<file path="config.mk">
export PLATFORM = sky130hd
export DESIGN_NAME = pipe_stage_ctl
export DESIGN_NICKNAME = d
export VERILOG_FILES = /design/src/rtl/pipe_stage_ctl.sv
export SDC_FILE = /design/constraint.sdc
export NUM_CORES = 1
export LEC_CHECK = 0
export ABC_AREA = 1
export CELL_PAD_IN_SITES_DETAIL_PLACEMENT = 0
export CELL_PAD_IN_SITES_GLOBAL_PLACEMENT = 1
export CORE_MARGIN = 2
export CORE_UTILIZATION = 28
export DETAILED_ROUTE_END_ITERATION = 7
export HOLD_SLACK_MARGIN = 0.1
export PLACE_DENSITY_LB_ADDON = 0.1
export SETUP_SLACK_MARGIN = 0.05
export SYNTH_ARGS = -nofsm -noshare
export SYNTH_HDL_FRONTEND = slang
export SYNTH_SLANG_ARGS = --single-unit
</file>
<file path="constraint.sdc">
create_clock -name clk -period 1 [get_ports clk]
set_input_delay 0.2 -clock clk [delete_from_list [all_inputs] [get_ports clk]]
set_output_delay 0.2 -clock clk [all_outputs]
set_load 0.01 [all_outputs]
</file>
<file path="src/rtl/pipe_stage_ctl.sv">
module pipe_stage_ctl #(
  parameter int WIDTH = 8
) (
  input  logic             clk,
  input  logic             rst_n,
  input  logic             req_in,
  input  logic             ack_out,
  input  logic [WIDTH-1:0] din,
  output logic             ack_in,
  output logic             req_out,
  output logic             cap,
  output logic [WIDTH-1:0] dout,
  output logic             err
);

  logic req_in_q, ack_out_q;
  logic ack_in_nxt, req_out_nxt;
  logic bad_req, bad_ack;

  function automatic logic maj3(input logic a, input logic b, input logic c);
    return (a & b) | (a & c) | (b & c);
  endfunction

  assign ack_in_nxt  = maj3(req_in, ack_in, ~req_out);
  assign req_out_nxt = maj3(ack_in, req_out, ~ack_out);
  assign cap         = ack_in_nxt != ack_in;

  assign bad_req = (req_in != req_in_q) && (req_in_q != ack_in);
  assign bad_ack = (ack_out != ack_out_q) && (req_out == ack_out_q);

  always_ff @(posedge clk or negedge rst_n) begin
    if (!rst_n) begin
      ack_in    <= 1'b0;
      req_out   <= 1'b0;
      req_in_q  <= 1'b0;
      ack_out_q <= 1'b0;
      err       <= 1'b0;
      dout      <= '0;
    end else begin
      ack_in    <= ack_in_nxt;
      req_out   <= req_out_nxt;
      req_in_q  <= req_in;
      ack_out_q <= ack_out;
      err       <= err | bad_req | bad_ack;
      if (cap) dout <= din;
    end
  end

  AST_ACK_NEEDS_REQ: assert property (@(posedge clk) disable iff (!rst_n)
    (ack_in != $past(ack_in)) |-> ($past(req_in) == ack_in));
  AST_ACK_NEEDS_ROUT: assert property (@(posedge clk) disable iff (!rst_n)
    (ack_in != $past(ack_in)) |-> ($past(ack_in) == $past(req_out)));
  AST_ROUT_NEEDS_ACK: assert property (@(posedge clk) disable iff (!rst_n)
    (req_out != $past(req_out)) |-> ($past(ack_in) != $past(req_out)));
  AST_ROUT_NEEDS_AOUT: assert property (@(posedge clk) disable iff (!rst_n)
    (req_out != $past(req_out)) |-> ($past(ack_out) == $past(req_out)));
  AST_CAP_TOGGLES_ACK: assert property (@(posedge clk) disable iff (!rst_n)
    cap |=> (ack_in != $past(ack_in)));
  AST_DOUT_HOLDS: assert property (@(posedge clk) disable iff (!rst_n)
    !cap |=> $stable(dout));
  AST_ERR_STICKY: assert property (@(posedge clk) disable iff (!rst_n)
    err |=> err);

endmodule

</file>
==> results of run 1 <==
## what timing repair did
item | 4_1_cts | 5_1_grt
setup buffers | 7 | 3
cloned | 0 | 0
setup endpoints to repair | 22 | 22
gates resized for setup | 56 | 8
pin swaps | 2 | 4
## layout make-up
class / instances / area share
Multi-Input combinational cell: 39 / 0.223
Clock buffer: 4 / 0.0273
Inverter: 7 / 0.0299
Timing Repair Buffer: 40 / 0.344
Sequential cell: 13 / 0.341
Tap cell: 27 / 0.0352
## cells in the mapped netlist, drive strengths merged
master	instances	area, µm²
o21ai	3	15.0
nor2	1	3.75
a21oi	1	5.00
dfrtp	13	325
nand2	21	86.3
nand3	12	85.1
inv	7	26.3
nand3b	1	7.51
## stage by stage
step	hold slack (ns)	worst slack (ns)	total power, µW	std cells
final	0.236	-0.277	2660	130
after global routing	0.254	-0.342	2870	130
after CTS	0.231	-0.312	2600	129
after detailed placement	0.501	-0.721	2200	119
after global placement	0.496	-0.714	2190	119
after floorplan	-0.0956	0.0211	1420	59
## metal layers
metal / share of wire / wire, µm
met1: 0.44 / 596
met2: 0.49 / 662
met3: 0.054 / 73
met4: 0.0097 / 13
met5: 0 / 0
## cell usage in the layout (no fill, tap or decap), types with 2 or more instances in the layout
master / n
buf_2: 9
buf_4: 13
buf_6: 7
clkbuf_4: 3
clkdlybuf4s50_1: 10
dfrtp_1: 11
dfrtp_2: 2
inv_1: 5
nand2_1: 19
nand3_1: 9
nand3_4: 2
o21ai_1: 2
## flip-flops by register name, indices dropped and copies added (netlist names)
signal	cells
dout	8
err	1
ack_out_q	1
req_in_q	1
ack_in	1
req_out	1
## cell families (layout without fill, tap and decap cells)
group	after synthesis	in the layout	synth area share
flip-flops	13	13	0.587
AND/OR/NAND/NOR	35	35	0.330
AO/OA/AOI/OAI	4	4	0.0361
buffers and inverters	7	51	0.0474
## final timing paths
kind,start,slack [ns],endpoint
worst max-delay path,req_out$_DFF_PN0_,-0.28,cap
worst min-delay path,rst_n,0.24,req_in_q$_DFF_PN0_
worst max register to register,req_out$_DFF_PN0_,-0.07,dout[4]$_DFFE_PN0P_
worst min register to register,dout[6]$_DFFE_PN0P_,0.51,dout[6]$_DFFE_PN0P_
max in group asynchronous,rst_n,0.58,req_out$_DFF_PN0_
min in group clk,req_in,0.42,req_in_q$_DFF_PN0_
## power groups by stage
stage	Combinational, µW	Sequential [µW]	Clock (µW)
floorplan	417	1000	0
global placement	1300	888	0
detailed placement	1310	886	0
CTS	1420	843	342
global route	1630	875	367
finish	1500	848	320
## critical path, cell delays in order (launching register included)
cell     delay (ns)
dfrtp_2        0.43
buf_6          0.12
nand3_4        0.08
nand2_4        0.05
buf_6          0.11
==> impl_metrics.env, run 1 <==
export IMPL_status="complete, but fails checks"
export IMPL_violations="setup timing"
export IMPL_ir_drop_uv=1160
export IMPL_setup_slack_ns=-0.277
export IMPL_period_share=1.28
export IMPL_synth_seq_area_share=0.587
export IMPL_dpl_instance_area_um2=896
export IMPL_core_um2=1920
export IMPL_power_frac_seq=0.318
export IMPL_switchingPower_uw=959
export IMPL_drive_gt1_frac=0.408
export IMPL_cts_sinks=13
export IMPL_antenna_found_initial=0
export IMPL_synth_nets=71
export IMPL_postRouteAntennaNets=0
export IMPL_numCtsBuffers=3
export IMPL_yosysWarningCount=0
export IMPL_ys_ff_latch=13
export IMPL_vias=555
export IMPL_cts_buffer_depth=2
export IMPL_h_tree_depth=1
export IMPL_crit_path_end_kind="primary output"
export IMPL_cts_tree="built"
export IMPL_fin_crit_ns=1.28
export IMPL_met1_usage=0.163
export IMPL_grt_pass1_vias=546
export IMPL_tns_ns=-1.04
export IMPL_gp_congestion=0.681
export IMPL_worstSkewPairLatency_ns=0.27
export IMPL_register_area_um2=328
export IMPL_grtUsageTotal=0.130
export IMPL_syn_cell_area_um2=554
export IMPL_fmax_mhz=783
export IMPL_skew_ns=0.000968
export IMPL_port_buffers=23
export IMPL_ios=24
export IMPL_r2r_cells=6
export IMPL_gr_max_usage_layer="met2"
export IMPL_avgRoutedWirePerCell_um=10.3
export IMPL_hold_viol=0
export IMPL_fill_cells=210
export IMPL_grt_remaining_overflow=0
export IMPL_setup_viol=11
export IMPL_crit_type="flop to primary output"
export IMPL_min_path_type="input port to asynchronous set/reset pin"
export IMPL_ctsRootBufferMaster="clkbuf_4"
export IMPL_hpwl_um=950
export IMPL_synth_avg_cell_area_um2=9.39
export IMPL_drv_cap=0
export IMPL_dr_pass1_iters=3
export IMPL_die_w_um=48.5
export IMPL_p_leak_uw=0.000500
export IMPL_drc=0
export IMPL_p_comb_frac=0.562
export IMPL_clk_pin_slew_ns=0.08
export IMPL_postCtsHoldBufs=0
export IMPL_fin_util=0.500
export IMPL_grt_pass1_wl_mm=2.37
export IMPL_nets=116
export IMPL_syn_inst=59
export IMPL_tightestPinTransition_ns=0.181
export IMPL_start_util=0.288
export IMPL_placementRows=16
export IMPL_vias_per_cell=4.27
export IMPL_crit_path_start_kind="flop"
export IMPL_wl_mm=1.35
export IMPL_fin_area_um2=961
export IMPL_grt_max_degree=14
export IMPL_drt_iter0_drc=3
export IMPL_drv_slew=0
export IMPL_die_height_um=48.5
export IMPL_grtUsageMet3=0.0340
export IMPL_p_int_uw=1700
export IMPL_layout_area_overhead_vs_synth_pct=73.4
export IMPL_cp_max_fo=3
export IMPL_rsz0062_at_grt="true"
export IMPL_ys_types=11
export IMPL_use_met2=0.206
export IMPL_diodes=0
export IMPL_required_ns=0.80
export IMPL_worstPathArrival_ns=1.08
export IMPL_power_density_nw_per_um2=2770
export IMPL_die_area_um2=2350
export IMPL_multi_input_comb_area_um2=214
export IMPL_clkPwrFrac=0.120
export IMPL_p_sw_frac=0.360
export IMPL_maxSlewHeadroom=0.879
Power figures use the tool's default switching activity.
==> run 2, diff against run 1 <==
--- a/config.mk
+++ b/config.mk
@@ -12,7 +12,7 @@
 export CORE_UTILIZATION = 28
 export DETAILED_ROUTE_END_ITERATION = 7
 export HOLD_SLACK_MARGIN = 0.1
-export PLACE_DENSITY_LB_ADDON = 0.1
+export PLACE_DENSITY = 0.71
 export SETUP_SLACK_MARGIN = 0.05
 export SYNTH_ARGS = -nofsm -noshare
 export SYNTH_HDL_FRONTEND = slang
==> impl_metrics.env, run 2 (same netlist as run 1, synthesis figures left out) <==
export IMPL_status="complete, but fails checks"
export IMPL_violations="setup timing"
export IMPL_clkPwrFrac=0.123
export IMPL_crit_path_end_kind="primary output"
export IMPL_grt_pass1_wl_mm=2.30
export IMPL_power_density_nw_per_um2=2780
export IMPL_rsz0062_at_grt="true"
export IMPL_diodes=0
export IMPL_postRouteAntennaNets=0
export IMPL_gp_congestion=0.683
export IMPL_cts_buffer_depth=2
export IMPL_drc=0
export IMPL_skew_ns=0.00286
export IMPL_fin_util=0.483
export IMPL_die_height_um=48.5
export IMPL_fill_cells=208
export IMPL_hpwl_um=965
export IMPL_vias=539
export IMPL_largest_reg_flops=8
export IMPL_multi_input_comb_area_um2=211
export IMPL_worstPathArrival_ns=1.08
export IMPL_h_tree_depth=1
export IMPL_drive_gt1_frac=0.374
export IMPL_setup_slack_ns=-0.278
export IMPL_power_frac_seq=0.335
export IMPL_port_buffers=23
export IMPL_cp_max_fo=2
export IMPL_layout_area_overhead_vs_synth_pct=67.5
export IMPL_numCtsBuffers=3
export IMPL_cts_sinks=13
export IMPL_postCtsHoldBufs=0
export IMPL_die_area_um2=2350
export IMPL_grt_remaining_overflow=0
export IMPL_maxSlewHeadroom=0.835
export IMPL_finalPower_uw=2580
export IMPL_switchingPower_uw=942
export IMPL_drv_slew=0
export IMPL_core_um2=1920
export IMPL_ctsRootBufferMaster="clkbuf_4"
export IMPL_vias_per_cell=4.28
export IMPL_register_area_um2=328
export IMPL_avgRoutedWirePerCell_um=10.3
export IMPL_grt_pass1_vias=541
export IMPL_clk_pin_slew_ns=0.08
export IMPL_antenna_found_initial=0
export IMPL_ir_drop_uv=1270
export IMPL_ios=24
export IMPL_setup_viol=11
export IMPL_largest_register="dout"
export IMPL_wl_mm=1.30
export IMPL_crit_path_start_kind="flop"
export IMPL_cts_tree="built"
export IMPL_start_util=0.288
export IMPL_crit_type="flop to primary output"
export IMPL_die_w_um=48.5
export IMPL_grt_max_degree=14
export IMPL_mostFrequentLayoutCell="nand2_1"
export IMPL_grtUsageTotal=0.127
export IMPL_p_sw_frac=0.366
export IMPL_dr_pass1_iters=4
export IMPL_required_ns=0.80
export IMPL_fin_crit_ns=1.28
export IMPL_hold_viol=0
export IMPL_drv_cap=0
export IMPL_fmax_mhz=782
export IMPL_period_share=1.28
export IMPL_worstSkewPairLatency_ns=0.27
export IMPL_p_comb_frac=0.543
export IMPL_min_path_type="input port to asynchronous set/reset pin"
export IMPL_mostFrequentLayoutCells="nand2_1 (20), dfrtp_1 (11), clkdlybuf4s50_1 (10)"
export IMPL_p_leak_uw=0.000480
export IMPL_nets=112
export IMPL_p_int_uw=1630
export IMPL_drt_iter0_drc=7
export IMPL_tightestPinTransition_ns=0.248
export IMPL_placementRows=16
run 2: cell count changes in the layout (fill, tap and decap cells not counted), sizes merged:
cell and change:
buf -4
run 2: metrics by stage:
stage	std cells	hold WS [ns]	setup slack, ns	setup TNS (ns)	area, µm²
CTS	126	0.232	-0.315	-1.42	925
finish	126	0.236	-0.278	-1.02	928
global placement	117	0.496	-0.757	-5.68	881
detailed placement	117	0.497	-0.776	-5.95	881
global route	126	0.254	-0.339	-2.06	928
floorplan	59	-0.0956	0.0211	0	557
run 2: cell type report:
cell class | count | area share
clock buffer | 4 | 0.0283
multi-input combinational | 39 | 0.228
sequential | 13 | 0.353
timing repair buffer | 36 | 0.323
inverter | 7 | 0.0310
tap | 27 | 0.0364
run 2: power by group through the flow:
stage / registers, µW / logic [µW] / clock network (µW)
floorplan: 1000 / 417 / 0
global placement: 895 / 1270 / 0
detailed placement: 893 / 1280 / 0
CTS: 857 / 1410 / 338
global route: 888 / 1550 / 375
finish: 862 / 1400 / 316
run 2: per-layer routing:
metal	global-route usage	routed length, µm
met5	0	0
met4	0.0571	0
met3	0.0432	120
met2	0.201	606
met1	0.156	569
run 2: path summary, 6_finish.rpt:
check | slack [ns] | end | cells past startpoint | start
min reg2reg | 0.51 | dout[3]$_DFFE_PN0P_ | 2 | dout[3]$_DFFE_PN0P_
max in group asynchronous | 0.59 | ack_in$_DFF_PN0_ | 2 | rst_n
max reg2reg | -0.06 | dout[2]$_DFFE_PN0P_ | 6 | req_out$_DFF_PN0_
max | -0.28 | cap | 5 | ack_in$_DFF_PN0_
min | 0.24 | dout[0]$_DFFE_PN0P_ | 2 | rst_n
min in group clk | 0.32 | req_in_q$_DFF_PN0_ | 1 | req_in
run 2: critical path, stage by stage (launching register included):
cell	delay, ns
dfrtp_2	0.41
buf_6	0.13
inv_4	0.05
nand3_4	0.06
nand2_4	0.07
buf_6	0.10
run 2: repair_timing:
action                     CTS  global route
setup endpoints to repair   22            23
resized for setup           60             2
buffers inserted             5             2
pin swaps                    2             2
cloned                       0             0
==> run 3, diff against run 2 <==
--- a/config.mk
+++ b/config.mk
@@ -9,10 +9,10 @@
 export CELL_PAD_IN_SITES_DETAIL_PLACEMENT = 0
 export CELL_PAD_IN_SITES_GLOBAL_PLACEMENT = 1
 export CORE_MARGIN = 2
-export CORE_UTILIZATION = 28
+export CORE_UTILIZATION = 30
 export DETAILED_ROUTE_END_ITERATION = 7
 export HOLD_SLACK_MARGIN = 0.1
-export PLACE_DENSITY = 0.71
+export PLACE_DENSITY = 0.76
 export SETUP_SLACK_MARGIN = 0.05
 export SYNTH_ARGS = -nofsm -noshare
 export SYNTH_HDL_FRONTEND = slang
==> constraint.sdc (replaced) <==
create_clock -name clk -period 1.65 [get_ports clk]
set_input_delay 0.33 -clock clk [delete_from_list [all_inputs] [get_ports clk]]
set_output_delay 0.33 -clock clk [all_outputs]
set_load 0.01 [all_outputs]
==> impl_metrics.env, run 3 (same netlist as run 1, synthesis figures left out) <==
export IMPL_status="finished clean"
export IMPL_critPathCapture="dout[7]"
export IMPL_drv_cap=0
export IMPL_crit_slowest_cell="clkdlybuf4s50_1"
export IMPL_hold_viol=0
export IMPL_die_area_um2=2210
export IMPL_p_sw_frac=0.357
export IMPL_grt_pass1_vias=470
export IMPL_hpwl_um=929
export IMPL_fmax_mhz=668
export IMPL_largest_register="dout"
export IMPL_min_path_type="input port to asynchronous set/reset pin"
export IMPL_register_area_um2=327
export IMPL_switchingPower_uw=525
export IMPL_worst_r2r_setup_slack_ns=0.57
export IMPL_cts_buffer_depth=2
export IMPL_gp_congestion=0.709
export IMPL_fin_area_um2=895
export IMPL_clk_pin_slew_ns=0.08
export IMPL_dr_pass1_iters=2
export IMPL_worstPathArrival_ns=1.17
export IMPL_grt_remaining_overflow=0
export IMPL_fin_crit_ns=1.50
export IMPL_die_w_um=47.0
export IMPL_h_tree_depth=1
export IMPL_rsz0062_at_grt="false"
export IMPL_maxSlewHeadroom=0.832
export IMPL_crit_path_end_kind="primary output"
export IMPL_tns_ns=0
export IMPL_finalPower_uw=1470
export IMPL_vias_per_cell=4.29
export IMPL_power_frac_seq=0.349
export IMPL_largest_reg_flops=8
export IMPL_setup_viol=0
export IMPL_crit_type="flop to primary output"
export IMPL_port_buffers=23
export IMPL_p_leak_uw=0.000444
export IMPL_die_height_um=47.0
export IMPL_placementRows=15
export IMPL_required_ns=1.32
export IMPL_worstReg2RegStart="req_out$_DFF_PN0_"
export IMPL_crit_path_start_kind="flop"
export IMPL_period_share=0.907
export IMPL_cts_tree="built"
export IMPL_nets=107
export IMPL_grtUsageTotal=0.137
export IMPL_postCtsHoldBufs=0
export IMPL_timing_hold_ws_ns=0.368
export IMPL_clkPwrFrac=0.129
export IMPL_layout_area_overhead_vs_synth_pct=61.4
export IMPL_ios=24
export IMPL_drive_gt1_frac=0.181
export IMPL_tightestPinTransition_ns=0.252
export IMPL_postRouteAntennaNets=0
export IMPL_worstSkewPairLatency_ns=0.27
export IMPL_drc=0
export IMPL_p_int_uw=946
export IMPL_path_cells="clkdlybuf4s50_1"
export IMPL_final_cells=119
export IMPL_diodes=0
export IMPL_drv_slew=0
export IMPL_dp_cells=113
export IMPL_startpoint="dout[7]$_DFFE_PN0P_"
export IMPL_wl_mm=1.25
export IMPL_skew_ns=0.000990
export IMPL_vias=510
export IMPL_cts_sinks=13
export IMPL_mostFrequentLayoutCell="nand2_1"
export IMPL_fill_cells=189
export IMPL_mostFrequentLayoutCells="nand2_1 (20), clkdlybuf4s50_1 (19), dfrtp_1 (12)"
export IMPL_numCtsBuffers=3
export IMPL_core_um2=1730
export IMPL_avgRoutedWirePerCell_um=10.5
export IMPL_drt_iter0_drc=1
export IMPL_critPathBufInv=1
export IMPL_grt_pass1_wl_mm=2.03
export IMPL_cp_top_family="buffers and inverters"
export IMPL_cp_max_fo=2
export IMPL_path_depth=1
export IMPL_antenna_found_initial=0
export IMPL_multi_input_comb_area_um2=203
export IMPL_p_comb_frac=0.521
export IMPL_r2r_cells=6
export IMPL_rr_endpoint="dout[1]$_DFFE_PN0P_"
export IMPL_power_density_nw_per_um2=1640
export IMPL_grt_max_degree=14
export IMPL_slowest_delay_ns=0.54
export IMPL_dpl_instance_area_um2=861
export IMPL_ir_drop_uv=731
export IMPL_ctsRootBufferMaster="clkbuf_4"
export IMPL_start_util=0.321
[run 3: cell types whose count changed in the layout (fill, tap and decap cells not counted), moves of 2 or more]
cell	delta
clkdlybuf4s50_1	+9
buf_2	-9
buf_6	-7
dlygate4sd2_1	+2
o21ai_0	+2
[run 3: metal layers]
layer | vias to the layer above | track usage | share of wire | routed length [µm]
li1 | 259 | - | - | -
met2 | 18 | 0.233 | 0.48 | 603
met1 | 233 | 0.166 | 0.45 | 564
met4 | 0 | 0.0500 | 0 | 0
met5 | - | 0 | 0 | 0
met3 | 0 | 0.0385 | 0.069 | 86
[run 3: worst min path at each step]
stage,startpoint,endpoint,slack (ns),depth (start not counted)
after floorplan,rst_n,ack_in$_DFF_PN0_,0.03,0
after global placement,dout[6]$_DFFE_PN0P_,dout[6]$_DFFE_PN0P_,0.50,2
after detailed placement,dout[3]$_DFFE_PN0P_,dout[3]$_DFFE_PN0P_,0.49,2
after CTS,rst_n,dout[0]$_DFFE_PN0P_,0.37,2
after global routing,rst_n,dout[6]$_DFFE_PN0P_,0.37,2
final,rst_n,dout[1]$_DFFE_PN0P_,0.37,2
[run 3: area by class of cell]
type,count,share of cell area
Timing Repair Buffer,31,0.315
Multi-Input combinational cell,39,0.227
Inverter,7,0.0294
Tap cell,25,0.0350
Sequential cell,13,0.365
Clock buffer,4,0.0294
[run 3: through the flow]
stage               setup WS, ns  utilization
floorplan                  0.504            -
global placement          -0.366        0.499
detailed placement        -0.393        0.499
CTS                       0.0508        0.520
global route              0.0932        0.518
finish                     0.153        0.518
[run 3: what timing repair did]
action / in CTS / in global routing
gates resized for setup: 5 / 2
cloned: 0 / 0
endpoints found under the setup margin: 3 / 1
pin swaps: 0 / 0
setup buffers: 2 / 0
[run 3: power by group through the flow]
| stage | clock [µW] | combinational, µW | sequential (µW) |
|---|---|---|---|
| 2_1_floorplan | 0 | 252 | 598 |
| 3_3_place_gp | 0 | 739 | 535 |
| 3_5_place_dp | 0 | 751 | 532 |
| 4_1_cts | 200 | 783 | 517 |
| 5_1_grt | 216 | 849 | 535 |
| 6_report | 190 | 767 | 514 |
